File: config.mk
export PLATFORM = sky130hd
export DESIGN_NAME = spi_irq_unit
export DESIGN_NICKNAME = d
export VERILOG_FILES = /design/src/rtl/spi_irq_pkg.sv /design/src/rtl/spi_irq_event_gen.sv /design/src/rtl/spi_irq_cfg_regs.sv /design/src/rtl/spi_irq_status.sv /design/src/rtl/spi_irq_unit.sv
export SDC_FILE = /design/constraint.sdc
export NUM_CORES = 1
export LEC_CHECK = 0
export ABC_AREA = 1
export ABC_CLOCK_PERIOD_IN_PS = 3400
export CORE_MARGIN = 5
export CORE_UTILIZATION = 55
export DETAILED_ROUTE_END_ITERATION = 8
export DONT_BUFFER_PORTS = 1
export HOLD_SLACK_MARGIN = 0.05
export PLACE_DENSITY = 0.75
export SYNTH_ARGS = -nofsm -noshare
export SYNTH_HDL_FRONTEND = slang
export SYNTH_SLANG_ARGS = --single-unit
File: constraint.sdc
create_clock -name clk -period 3.4 [get_ports clk]
set_clock_uncertainty 0.05 [all_clocks]
set_input_delay 0.68 -clock clk [delete_from_list [all_inputs] [get_ports clk]]
set_output_delay 0.68 -clock clk [all_outputs]
set_load 0.02 [all_outputs]
File: src/rtl/spi_irq_pkg.sv
package spi_irq_pkg;
  localparam int DATA_W = 32;

  localparam logic [7:0] OFF_IDENT   = 8'h00;
  localparam logic [7:0] OFF_DONE    = 8'h04;
  localparam logic [7:0] OFF_CONFIG  = 8'h08;
  localparam logic [7:0] OFF_STATUS  = 8'h0C;
  localparam logic [7:0] OFF_ENABLE  = 8'h10;
  localparam logic [7:0] OFF_WAKE    = 8'h14;
  localparam logic [7:0] OFF_TEST    = 8'h18;
  localparam logic [7:0] OFF_MODECTL = 8'h1C;

  localparam logic [DATA_W-1:0] IDENT_VALUE = 32'h0000_0091;
  localparam logic [DATA_W-1:0] CONFIG_KEEP = 32'h0000_031D;

  localparam int SOFTRST_BIT = 1;
  localparam int TESTMODE_BIT = 3;
  localparam int FORCE_BIT = 11;
  localparam int TEST_W = 12;
  localparam int MODECTL_W = 4;
  localparam logic [MODECTL_W-1:0] MODECTL_DEFAULT = 4'h4;

  typedef enum logic [1:0] {
    XFER_DUPLEX  = 2'd0,
    XFER_RX_ONLY = 2'd1,
    XFER_TX_ONLY = 2'd2
  } xfer_mode_e;

  typedef struct packed {
    logic config_r;
    logic status_r;
    logic enable_r;
    logic wake_r;
    logic test_r;
    logic modectl_r;
  } wr_sel_t;

  // Bits that exist in status/enable: three per channel, spaced by four,
  // plus the shared overflow and wake bits.
  function automatic logic [DATA_W-1:0] impl_mask(input int nch);
    logic [DATA_W-1:0] m;
    m = '0;
    for (int n = 0; n < nch; n++) begin
      m[4*n]   = 1'b1;
      m[4*n+1] = 1'b1;
      m[4*n+2] = 1'b1;
    end
    m[3]  = 1'b1;
    m[16] = 1'b1;
    return m;
  endfunction
endpackage

File: src/rtl/spi_irq_event_gen.sv
module spi_irq_event_gen
  import spi_irq_pkg::*;
#(
  parameter int NUM_CH = 4
) (
  input  logic [NUM_CH-1:0]   txs,
  input  logic [NUM_CH-1:0]   rxs,
  input  logic [NUM_CH-1:0]   turbo,
  input  logic [2*NUM_CH-1:0] mode,
  output logic [DATA_W-1:0]   evt
);
  logic [NUM_CH-1:0] tx_ev;
  logic [NUM_CH-1:0] rx_ev;

  for (genvar c = 0; c < NUM_CH; c++) begin : g_ch
    xfer_mode_e m;
    assign m        = xfer_mode_e'(mode[2*c +: 2]);
    assign tx_ev[c] = txs[c] && (m != XFER_RX_ONLY);
    assign rx_ev[c] = rxs[c] && (m != XFER_TX_ONLY) && !turbo[c];
  end

  always_comb begin
    evt = '0;
    for (int c = 0; c < NUM_CH; c++) begin
      evt[4*c]   = tx_ev[c];
      evt[4*c+2] = rx_ev[c];
    end
  end
endmodule

File: src/rtl/spi_irq_cfg_regs.sv
module spi_irq_cfg_regs
  import spi_irq_pkg::*;
(
  input  logic                 clk,
  input  logic                 rst_n,
  input  logic                 wr,
  input  wr_sel_t              sel,
  input  logic [DATA_W-1:0]    wdata,
  output logic [DATA_W-1:0]    config_q,
  output logic                 wake_q,
  output logic [TEST_W-1:0]    test_q,
  output logic [MODECTL_W-1:0] modectl_q,
  output logic                 soft_rst,
  output logic                 force_all,
  output logic                 clr_lock
);
  assign soft_rst  = wr && sel.config_r && wdata[SOFTRST_BIT];
  assign clr_lock  = modectl_q[TESTMODE_BIT] && test_q[FORCE_BIT];
  assign force_all = wr && ((sel.test_r && wdata[FORCE_BIT] && modectl_q[TESTMODE_BIT]) ||
                            (sel.modectl_r && wdata[TESTMODE_BIT] && test_q[FORCE_BIT]));

  always_ff @(posedge clk or negedge rst_n) begin
    if (!rst_n) begin
      config_q  <= '0;
      wake_q    <= 1'b0;
      test_q    <= '0;
      modectl_q <= MODECTL_DEFAULT;
    end else if (soft_rst) begin
      config_q  <= wdata & CONFIG_KEEP;
      wake_q    <= 1'b0;
      test_q    <= '0;
      modectl_q <= MODECTL_DEFAULT;
    end else if (wr) begin
      if (sel.config_r)  config_q  <= wdata & CONFIG_KEEP;
      if (sel.wake_r)    wake_q    <= wdata[0];
      if (sel.test_r)    test_q    <= wdata[TEST_W-1:0];
      if (sel.modectl_r) modectl_q <= wdata[MODECTL_W-1:0];
    end
  end


  softrst_defaults_chk: assert property (@(posedge clk) disable iff (!rst_n)
    soft_rst |=> (modectl_q == MODECTL_DEFAULT) && (test_q == '0) && !wake_q);
endmodule

File: src/rtl/spi_irq_status.sv
module spi_irq_status
  import spi_irq_pkg::*;
#(
  parameter int NUM_CH = 4
) (
  input  logic              clk,
  input  logic              rst_n,
  input  logic [DATA_W-1:0] evt,
  input  logic              wr_status,
  input  logic              wr_enable,
  input  logic [DATA_W-1:0] wdata,
  input  logic              soft_rst,
  input  logic              force_all,
  input  logic              clr_lock,
  output logic [DATA_W-1:0] status_q,
  output logic [DATA_W-1:0] enable_q,
  output logic              irq
);
  localparam logic [DATA_W-1:0] IMPL = impl_mask(NUM_CH);

  logic [DATA_W-1:0] status_d;

  always_comb begin
    status_d = status_q;
    if (wr_status && !clr_lock) status_d = status_d & ~wdata;
    if (force_all)              status_d = status_d | IMPL;
    status_d = status_d | (evt & IMPL);
    if (soft_rst)               status_d = '0;
  end

  always_ff @(posedge clk or negedge rst_n) begin
    if (!rst_n) begin
      status_q <= '0;
      enable_q <= '0;
    end else begin
      status_q <= status_d;
      if (soft_rst)       enable_q <= '0;
      else if (wr_enable) enable_q <= wdata & IMPL;
    end
  end

  assign irq = |(status_q & enable_q);


  event_sets_chk: assert property (@(posedge clk) disable iff (!rst_n)
    (!soft_rst && ((evt & IMPL) != '0)) |=>
      ((status_q & $past(evt & IMPL)) == $past(evt & IMPL)));

  clear_locked_chk: assert property (@(posedge clk) disable iff (!rst_n)
    (wr_status && clr_lock && !soft_rst) |=> ((status_q & $past(status_q)) == $past(status_q)));

  force_fills_chk: assert property (@(posedge clk) disable iff (!rst_n)
    force_all |=> ((status_q & IMPL) == IMPL));

  unimpl_zero_chk: assert property (@(posedge clk) disable iff (!rst_n)
    ((status_q | enable_q) & ~IMPL) == '0);

  softrst_clears_chk: assert property (@(posedge clk) disable iff (!rst_n)
    soft_rst |=> (status_q == '0) && (enable_q == '0) && !irq);
endmodule

File: src/rtl/spi_irq_unit.sv
module spi_irq_unit
  import spi_irq_pkg::*;
#(
  parameter int NUM_CH = 4,
  parameter int ADDR_W = 8
) (
  input  logic                clk,
  input  logic                rst_n,
  input  logic                reg_wr,
  input  logic                reg_rd,
  input  logic [ADDR_W-1:0]   reg_addr,
  input  logic [DATA_W-1:0]   reg_wdata,
  output logic [DATA_W-1:0]   reg_rdata,
  output logic                reg_rvalid,
  input  logic [NUM_CH-1:0]   ch_txs,
  input  logic [NUM_CH-1:0]   ch_rxs,
  input  logic [2*NUM_CH-1:0] ch_mode,
  input  logic [NUM_CH-1:0]   ch_turbo,
  output logic                irq
);
  wr_sel_t                sel;
  logic [DATA_W-1:0]      evt;
  logic [DATA_W-1:0]      config_q;
  logic                   wake_q;
  logic [TEST_W-1:0]      test_q;
  logic [MODECTL_W-1:0]   modectl_q;
  logic                   soft_rst;
  logic                   force_all;
  logic                   clr_lock;
  logic [DATA_W-1:0]      status_q;
  logic [DATA_W-1:0]      enable_q;
  logic [DATA_W-1:0]      rd_mux;

  always_comb begin
    sel.config_r  = (reg_addr == ADDR_W'(OFF_CONFIG));
    sel.status_r  = (reg_addr == ADDR_W'(OFF_STATUS));
    sel.enable_r  = (reg_addr == ADDR_W'(OFF_ENABLE));
    sel.wake_r    = (reg_addr == ADDR_W'(OFF_WAKE));
    sel.test_r    = (reg_addr == ADDR_W'(OFF_TEST));
    sel.modectl_r = (reg_addr == ADDR_W'(OFF_MODECTL));
  end

  spi_irq_event_gen #(.NUM_CH(NUM_CH)) u_evt (
    .txs(ch_txs), .rxs(ch_rxs), .turbo(ch_turbo), .mode(ch_mode), .evt(evt)
  );

  spi_irq_cfg_regs u_cfg (
    .clk(clk), .rst_n(rst_n), .wr(reg_wr), .sel(sel), .wdata(reg_wdata),
    .config_q(config_q), .wake_q(wake_q), .test_q(test_q), .modectl_q(modectl_q),
    .soft_rst(soft_rst), .force_all(force_all), .clr_lock(clr_lock)
  );

  spi_irq_status #(.NUM_CH(NUM_CH)) u_stat (
    .clk(clk), .rst_n(rst_n), .evt(evt),
    .wr_status(reg_wr && sel.status_r), .wr_enable(reg_wr && sel.enable_r),
    .wdata(reg_wdata), .soft_rst(soft_rst), .force_all(force_all), .clr_lock(clr_lock),
    .status_q(status_q), .enable_q(enable_q), .irq(irq)
  );

  always_comb begin
    rd_mux = '0;
    if (reg_addr == ADDR_W'(OFF_IDENT))   rd_mux = IDENT_VALUE;
    if (reg_addr == ADDR_W'(OFF_DONE))    rd_mux = 32'd1;
    if (sel.config_r)                     rd_mux = config_q;
    if (sel.status_r)                     rd_mux = status_q;
    if (sel.enable_r)                     rd_mux = enable_q;
    if (sel.wake_r)                       rd_mux = {{(DATA_W-1){1'b0}}, wake_q};
    if (sel.test_r)                       rd_mux = {{(DATA_W-TEST_W){1'b0}}, test_q};
    if (sel.modectl_r)                    rd_mux = {{(DATA_W-MODECTL_W){1'b0}}, modectl_q};
  end

  always_ff @(posedge clk or negedge rst_n) begin
    if (!rst_n) begin
      reg_rvalid <= 1'b0;
      reg_rdata  <= '0;
    end else begin
      reg_rvalid <= reg_rd;
      if (reg_rd) reg_rdata <= rd_mux;
    end
  end


  read_latency_chk: assert property (@(posedge clk) disable iff (!rst_n)
    reg_rd |=> reg_rvalid);
endmodule

==> flow_metrics.tcl <==
set metrics [dict create \
    clock_path_buffers 2 \
    clock.fmax_mhz 437 \
    r2r.worst_path.cells 7 \
    stdcell_area_um2 5170 \
    cts_tree "done" \
    r2r-end "u_stat.status_q[14]$_DFF_PN0_" \
    grt_max_degree 102 \
    power_frac_clock 0.336 \
    placementRows 34 \
    drt_first_pass_iters 5 \
    switchingPower_mw 0.585 \
    endpoint_kind "primary output" \
    clk_pin_slew_ns 0.10 \
    h-tree-depth 3 \
    grt_pass1_vias 3935 \
    status "finished, final reports clean" \
    critPathArrivalTime_ns 1.56 \
    worstSetupEndpoint "irq" \
    final_cell_mix "nand2_1, dfrtp_1, inv_1" \
    fin_crit_sh 0.674 \
    clock_sinks 102 \
    gr-total-overflow 0 \
    relSlewSlack 0.669 \
    synth_ff_type "dfrtp_1" \
    grt_pass1_wl_um 21100 \
    synth_top_family_by_area "simple AND/OR/NAND/NOR gates" \
    drive_above_1_share 0.126 \
    rsz0062_at_grt "no" \
    yosysSeqAreaShare 0.521 \
    synth_async_sr_flop_share 1.00 \
    ys_seq_elements 102 \
    hold_class "input port to async pin" \
    leakagePower_nw 2.72 \
    hold_viol 0 \
    power_frac_comb 0.073 \
    diodes 0 \
    viasPerCell 5.79 \
    swShare 0.270 \
    critical_path_class "flop to primary output" \
    yosys-mux-area-fraction 0 \
    cp_max_fo 4 \
    postPlaceCellArea_um2 4960 \
    synth_adder_area_share 0 \
    syn_inst 569 \
    synth_area_um2 4900 \
    ant_nets 0 \
    antenna_found_initial 0 \
    ir_drop_uv 293 \
    syn_avg_cell_area_um2 8.62 \
    fin_tns_setup_ns 0 \
    initial_core_util 0.562 \
    r2r_start "u_cfg.modectl_q[3]$_DFFE_PN0P_" \
    io_buffers 0 \
    cts_setup_buffers 0 \
    reg2reg_slack_ns 1.61 \
    fin_nets 631 \
    io_pins 98 \
    setup_viol 0 \
    ys.warnings.count 0 \
    wl_per_cell_um 18.8 \
    cts_buffers 9 \
    layout_setup_ws_ns 1.11 \
    instances_no_fill 679 \
    routed_wl_um 12700 \
    synth_nets 633 \
    pre_cts_ws_ns 1.10 \
    area_growth_pct 5.44 \
    maxCapViolations 0 \
    track_usage 0.241 \
    final_util 0.593 \
    synth_xor_area_frac 0 \
    drt-initial-drc-count 244 \
    num_vias 3934 \
    coreArea_um2 8720 \
    finalCriticalPeriod_ns 2.29 \
    cts_resized 0 \
    crit_start "u_stat.status_q[3]$_DFFE_PN0P_" \
    worstMarginPinSlew_ns 0.497 \
    dp_hpwl_um 8960 \
    p_seq_frac 0.591 \
    worstPathRequired_ns 2.67 \
    fp.dieH_um 104 \
    die_w_um 104 \
    die-area_um2 10900 \
    synth_cell_type_count 39 \
    powerDensity_nw_per_um2 419 \
    internal_power_mw 1.58 \
    synth_compound_gate_area_share 0.124 \
    place.gp.congestion 0.946 \
    synthSimpleGateAreaFrac 0.283 \
    start_kind "flop" \
    slew_viol_final 0 \
    synth_edf_count 0 \
    place_inst 663 \
    final_common_cell "nand2_1" \
    drc 0 \
    cts-root-buf "clkbuf_8" \
    holdBufCountCts 1 \
    clkLatencyLatePin_ns 0.36 \
]
## registers in the layout, indices dropped and copies added, names as in the netlist
register,flops
u_stat.status_q,32
u_cfg.wake_q,1
u_cfg.config_q,6
u_cfg.modectl_q,4
u_cfg.test_q,12
u_stat.enable_q,14
reg_rvalid,1
reg_rdata,32
## area by class of cell
| type | count | area [um^2] |
|---|---|---|
| clock buffers | 9 | 124 |
| repair buffers | 4 | 50.0 |
| multi-input cells | 388 | 2000 |
| fillers | 782 | 3550 |
| clock inverters | 6 | 53.8 |
| inverters | 62 | 251 |
| flip-flops and latches | 102 | 2550 |
| well taps | 108 | 135 |
## worst min path at each step
stage	slack, ns	cells after the start	from	endpoint
after floorplan	0.33	0	rst_n	reg_rdata[0]$_DFFE_PN0P_
after global placement	0.34	0	rst_n	u_stat.status_q[13]$_DFFE_PN0P_
after detailed placement	0.34	0	rst_n	u_stat.status_q[16]$_DFFE_PN0P_
after CTS	0.09	0	rst_n	u_cfg.modectl_q[2]$_DFFE_PN1P_
after global routing	0.08	0	rst_n	u_cfg.modectl_q[2]$_DFFE_PN1P_
final	0.1	0	rst_n	u_cfg.modectl_q[2]$_DFFE_PN1P_
## synth_stat cells (all sizes together) (2+ instances only)
| master | n | area [um^2] |
|---|---|---|
| nand2 | 185 | 812 |
| inv | 60 | 238 |
| o22ai | 22 | 138 |
| a31oi | 23 | 144 |
| dfrtp | 101 | 2530 |
| nor3 | 5 | 25.0 |
| o2bb2ai | 2 | 17.5 |
| nand4 | 2 | 12.5 |
| a21oi | 9 | 48.8 |
| buf | 11 | 81.3 |
| o21ai | 37 | 211 |
| clkinv | 2 | 13.8 |
| nand3 | 50 | 280 |
| o21bai | 2 | 15.0 |
| nand3b | 4 | 30.0 |
| clkbuf | 6 | 22.5 |
| nor2 | 43 | 228 |
## critical path: stages, from the launching register on
cell,delay [ns]
dfrtp_1,0.44
nand2_1,0.08
nand2_1,0.06
a221oi_1,0.27
nand4_1,0.36
## metal layers
metal  GRT usage  vias up  part of all wire
li1            -     1864                 -
met1       0.338     1870              0.43
met2       0.364      180              0.46
met3      0.0652       20             0.086
met4      0.0749        0             0.023
met5           0        -                 0
## logic make-up (layout without fill, tap and decap cells)
group                  count (synthesis)  in the layout
flip-flops                           102            102
buffers and inverters                 79             81
AND/OR/NAND/NOR                      289            289
AO/OA/AOI/OAI                         99             99
## power by group through the flow
stage	Combinational, mW	Sequential (mW)	Clock, mW
after floorplan	0.109	1.30	0
after global placement	0.127	1.30	0
after detailed placement	0.131	1.30	0
after CTS	0.159	1.28	0.741
after global routing	0.180	1.28	0.796
final	0.158	1.28	0.726
## through the flow
| stage | hold WS (ns) | total power [mW] |
|---|---|---|
| after floorplan | 0.334 | 1.41 |
| after global placement | 0.338 | 1.43 |
| after detailed placement | 0.338 | 1.43 |
| after CTS | 0.0863 | 2.18 |
| after global routing | 0.0780 | 2.26 |
| final | 0.0993 | 2.16 |
Note: power is estimated with default switching activity, not from simulation.
